**src/rtl/addr_hold_decoder8.sv**
```systemverilog
module addr_hold_decoder8 #(
  parameter bit ACTIVE_HIGH = 1'b1
) (
  input  logic       clk,
  input  logic       rst_n,
  input  logic [2:0] sel,
  input  logic       hold,
  input  logic       en_hi,
  input  logic       en_lo_n,
  output logic [7:0] dout
);

  logic [2:0] held_q;
  logic [2:0] addr_eff;
  logic       gate_on;
  logic [7:0] hot;

  always_ff @(posedge clk or negedge rst_n) begin
    if (!rst_n)     held_q <= 3'd0;
    else if (!hold) held_q <= sel;
  end

  assign addr_eff = hold ? held_q : sel;
  assign gate_on  = en_hi & ~en_lo_n;
  assign hot      = gate_on ? (8'd1 << addr_eff) : 8'd0;

  generate
    if (ACTIVE_HIGH) begin : g_pos
      assign dout = hot;
    end else begin : g_neg
      assign dout = ~hot;
    end
  endgenerate

endmodule

```
**config.mk**
```make
export PLATFORM = sky130hd
export DESIGN_NAME = addr_hold_decoder8
export DESIGN_NICKNAME = d
export VERILOG_FILES = /design/src/rtl/addr_hold_decoder8.sv
export SDC_FILE = /design/constraint.sdc
export NUM_CORES = 1
export LEC_CHECK = 0
export ABC_AREA = 1
export BUFFER_PORTS_ARGS = -buffer_cell sky130_fd_sc_hd__buf_2
export CELL_PAD_IN_SITES_DETAIL_PLACEMENT = 0
export CELL_PAD_IN_SITES_GLOBAL_PLACEMENT = 1
export CORE_AREA = 10 10 47 49
export CTS_CLUSTER_DIAMETER = 120
export DETAILED_ROUTE_END_ITERATION = 10
export DIE_AREA = 0 0 57 59
export GPL_TIMING_DRIVEN = 0
export PLACE_DENSITY_LB_ADDON = 0.05
export SYNTH_ARGS = -nofsm -noshare
export SYNTH_HDL_FRONTEND = slang
export SYNTH_SLANG_ARGS = --single-unit
```
**constraint.sdc**
```tcl
create_clock -name clk -period 1.4 [get_ports clk]
set_clock_uncertainty 0.15 [all_clocks]
set_input_delay 0.14 -clock clk [delete_from_list [all_inputs] [get_ports clk]]
set_output_delay 0.14 -clock clk [all_outputs]
set_load 0.02 [all_outputs]
```
* Yosys cells after proc, flatten, opt, wreduce, memory -nomap -nowiden
Index checks and enable logic that the tools add are counted.
** Word-level totals
- Bits in read-only memories :: 0
- Bits in latches :: 0
- Register bits :: 3
- RAM bits :: 0
- Word-level logic and storage cells :: 6
- Memories :: 0
** Operators by class
- Add/sub/neg operators :: 0
- Divide/modulo/power cells :: 0
- Reduce and logical (&&, ||, !) cells :: 0
- Order comparisons :: 0
- Muxes and demuxes :: 2
- Bitwise gates (word level) :: 2
- Shift operators :: 1
- Equality and inequality tests :: 0
- $mul :: 0
** Operator list (count)
- 8-bit 2-to-1 mux :: 1
- 1-bit by 3-bit left shift with 8-bit output, first input constant :: 1
- 3-bit 2-to-1 mux :: 1
- 1-bit AND :: 1
- 1-bit inverter :: 1

* Depth between registers and ports, before layout
- Depth after elaboration :: 3
- Gate-level depth with buffers :: 5

* Least setup slack after synthesis
OpenSTA, ideal clock, no wires.
- Path type :: flip-flop to output port
- From :: register held_q[2]
- To :: output dout[0]
- Stages on the path, launching flop included :: 4
- Slack :: 0.258 ns
- Required time :: 1.110 ns
- Data arrival time :: 0.852 ns
- Cells stage by stage :: dfrtp_1 > nand2_2 > nand3_4 > nor2_1
** On the way
- Word-level cells in the longest chain between the ends :: 3
** Ends and longest elaborated chain
- start, declared :: RTL line 13 : logic [2:0] held_q;
- start signal, assigned :: RTL line 20 : else if (!hold) held_q <= sel;
- 3-bit 2-to-1 mux :: RTL line 23 : assign addr_eff = hold ? held_q : sel;
- 1-bit by 3-bit left shift with 8-bit output :: RTL line 25 : assign hot = gate_on ? (8'd1 << addr_eff) : 8'd0;
- 8-bit 2-to-1 mux :: RTL line 25
- end, declared :: RTL line 10 : output logic [7:0] dout
No other way between the ends.

* Worst setup path after layout
- From :: register held_q[0]
- To :: output dout[0]
Same word-level chain as after synthesis.

==> results summary <==
The source-to-sink clock delay at the later pin of the worst-skew pair came out at 230 ps. The wire length per cell came out at 10.6 um. The I/O pin count is 16. Summed over all cells, the static leakage comes to 0.255 nW. The wire length of the first global-routing pass came out at 1340 um. In this run the worst path has a maximum fanout of 2. The port buffer count is 15.

The area of the die is 3360 sq um. The worst stage delay on the critical path is 370 ps. For this run, the top clock speed supported by timing is 0.712 GHz. Of the total synthesized cell area, the portion taken by AND, OR, NAND and NOR gates is 63.9%. The run finished, with violations left. The worst setup path is captured at an output port.

The overall power of the completed layout came out at 354 uW. The number of buffers added by the clock tree synthesis step came out at 3. Each instance of the synthesized netlist takes up on average 6.93 sq um. The path class of the lowest-slack min-delay path is primary input to register. Global routing used 4.93% of the available tracks.

Synthesis produced a netlist whose cell count is 39. The logic depth of the worst path, buffers included came out at 6. The library cells used most frequently in the layout, excluding fill and tap cells, are sky130_fd_sc_hd__nand2_2 (9), sky130_fd_sc_hd__nand2_1 (8), sky130_fd_sc_hd__buf_2 (7). The number of clock sinks came out at 3. The first detailed-routing pass ran for 4 iterations. By area the synthesized netlist is led by sky130_fd_sc_hd__dfrtp_1 (28%), sky130_fd_sc_hd__nand2_1 (19%), sky130_fd_sc_hd__nand2_4 (12%). The share of layout cells above drive strength 1 is 65.0%. In this run the number of H-tree levels came out at 1. At the end of the flow, the number of nets in the layout was 69. The chip width is 57 um. The via density per instance is 3.87. After detailed routing, no signal wire sits above met3. Setup repair after global routing could not meet its margin everywhere. The number of standard-cell rows in the floorplan is 14. The areal power density over the cells came out at 750 nW/um^2.

Among the stages of the critical path, the cell type that occurs most often is sky130_fd_sc_hd__nand2_2. Across all setup checks in the final design, the least slack found is -4.33 ps. The final hold slack is 28.7 ps. The setup TNS after final layout is -4.33 ps. The routed wire length on met2 came out at 338 um. The number of antenna diodes is 0.

The maximum buffer depth of the clock tree came out at 2. The count of synthesis-stage warnings from yosys is 0. The critical path class is register to output port. The number of cells traversed by the worst register-to-register path is 3. After synthesis, the largest family of logic cells by area is simple AND/OR/NAND/NOR gates. The number of failing setup endpoints in the final timing report came out at 1. The mapped cell area came out at 270 sq um. The number of buffer and inverter instances along the worst setup path is 2.

The met3 wirelength from detailed routing came out at 81 um. The pin count of the biggest net entering global routing came out at 7. The area growth from synthesis to layout is 74.5%. Summing the areas of all compound-gate instances in the mapped netlist gives 0% of the synthesized area. In this run the standard cell core region covers 1400 sq um. After synthesis the netlist holds a flip-flop and latch count of 3. The detail route stage leaves a number of antenna-violating nets equal to 0.

The total wire length is 804 um. The detailed-routing wirelength on met1 is 384 um. The number of distinct library cells after synthesis is 9. The slew at the pin closest to its max-slew limit came out at 156 ps.

Sequential cells were found to cover 27.8% of the synthesized design area. The library cell used most frequently in the layout, excluding fill and tap cells, is sky130_fd_sc_hd__nand2_2. The HPWL reported at the end of detailed placement came out at 663 um. The checks that failed: setup timing.

The via count of the routed design is 294. The top-area cell type share of the netlist area came out at 27.8%. The register with the most flip-flops in the layout has 3 of them.

Once the floorplan was initialized, standard cells occupied 19.3% of the core. The library cell used as clock root buffer is sky130_fd_sc_hd__clkbuf_4. The number of global-route vias before repair came out at 355. The setup slack at placement came out at 216 ps. Walking the worst path, the cells encountered are inv_1 -> nand2_1 -> nand2_2 -> nand2_2 -> nor2_2 -> buf_6. Summed over all instances, the cell type with the most area after synthesis is sky130_fd_sc_hd__dfrtp_1.

In the routed design, unresolved DRC markers number 0. The total congestion overflow after global routing came out at 0. The final core area utilization is 33.7%. The critical path required time is 1110 ps. After synthesis, the share of cell area in mux cells is 0%.

The final period demand of the worst path is 1400 ps. Measured along the y axis, the die boundary spans 59 um. Broken down by cell family, the worst path's largest delay share belongs to flip-flops.

Max-cap violations in this run came to 0. The final number of max-transition violations was 0. The largest registers in the layout are held_q (3). STA classifies the critical path startpoint as a register. The worst-case IR drop observed on VDD is 275 uV. At the worst endpoint, the arrival time is 1110 ps. TritonCTS built the clock tree.

Of the total synthesized cell area, the portion taken by full adders, half adders and majority gates is 0%. Routability-driven placement finished with a final weighted congestion of 0.718. The number of failing hold endpoints at the final stage came out at 0. The worst slew margin relative to its limit is 89.6%. Counting every net in the synthesized netlist gives 47.

The xor-xnor portion of the synthesized cell area came out at 0%. The initial antenna violation count is 0. The number of cells on the worst hold path came out at 3. The violation count after the first detailed-routing iteration came out at 7. For this design, the slowest cell found on the critical path is sky130_fd_sc_hd__dfrtp_1. The clock transition at the registers of the reported paths came out at 40 ps. The final critical-path share of the clock period is 100%. Counting flops per register, the top entry is held_q.
## routing by layer
layer,vias up,global-route usage (%)
met5,-,0
met4,0,4.03
met3,0,2.36
met1,128,5.70
li1,153,-
met2,13,6.67
## metrics by stage
step / instance area, sq um / instances
2_1_floorplan: 270 / 39
3_3_place_gp: 365 / 70
3_5_place_dp: 365 / 70
4_1_cts: 412 / 75
5_1_grt: 472 / 76
6_report: 472 / 76
## tightest hold or removal path, cell delays in order
cell and delay (ps):
sky130_fd_sc_hd__buf_2 100, sky130_fd_sc_hd__nand2_4 70, sky130_fd_sc_hd__nand2_4 70
## path summary, 6_finish.rpt
path                            from        end  slack, ps
hold / removal                sel[2]  held_q[2]         30
setup reg to reg           held_q[0]  held_q[0]        490
setup / recovery           held_q[0]    dout[0]         -4
min in group asynchronous      rst_n  held_q[0]         90
max in group asynchronous      rst_n  held_q[1]        910
hold reg to reg            held_q[1]  held_q[1]        390
## cell type report
type,count,area [sq um]
inverters,6,22.5
repair buffers,17,128
multi-input cells,30,200
fillers,166,930
flip-flops and latches,3,75.1
well taps,16,20.0
clock buffers,4,26.3
## logic make-up after synthesis
| family | count (synthesis) |
|---|---|
| flops | 3 |
| simple gates | 30 |
| buf+inv | 6 |
## timing repair
item / CTS / global route
setup buffers: 0 / 1
hold buffers: 1 / 0
endpoints found under the setup margin: 4 / 8
pin swaps: 0 / 8
gates resized for setup: 4 / 19
endpoints found under the hold margin: 3 / 0
## synth_stat cells
cell type and n:
sky130_fd_sc_hd__nor2_8 1, sky130_fd_sc_hd__nor2_1 8, sky130_fd_sc_hd__inv_1 5, sky130_fd_sc_hd__inv_2 1, sky130_fd_sc_hd__nand2_1 14, sky130_fd_sc_hd__nand2_2 3
sky130_fd_sc_hd__dfrtp_1 3, sky130_fd_sc_hd__nand2_4 3, sky130_fd_sc_hd__nand3_4 1
## where the power goes
part           internal, mW  total [mW]  switching (mW)
logic                0.0411       0.105          0.0639
clock network         0.107       0.150          0.0436
registers            0.0949      0.0983         0.00343
(Power assumes the default switching activity.)
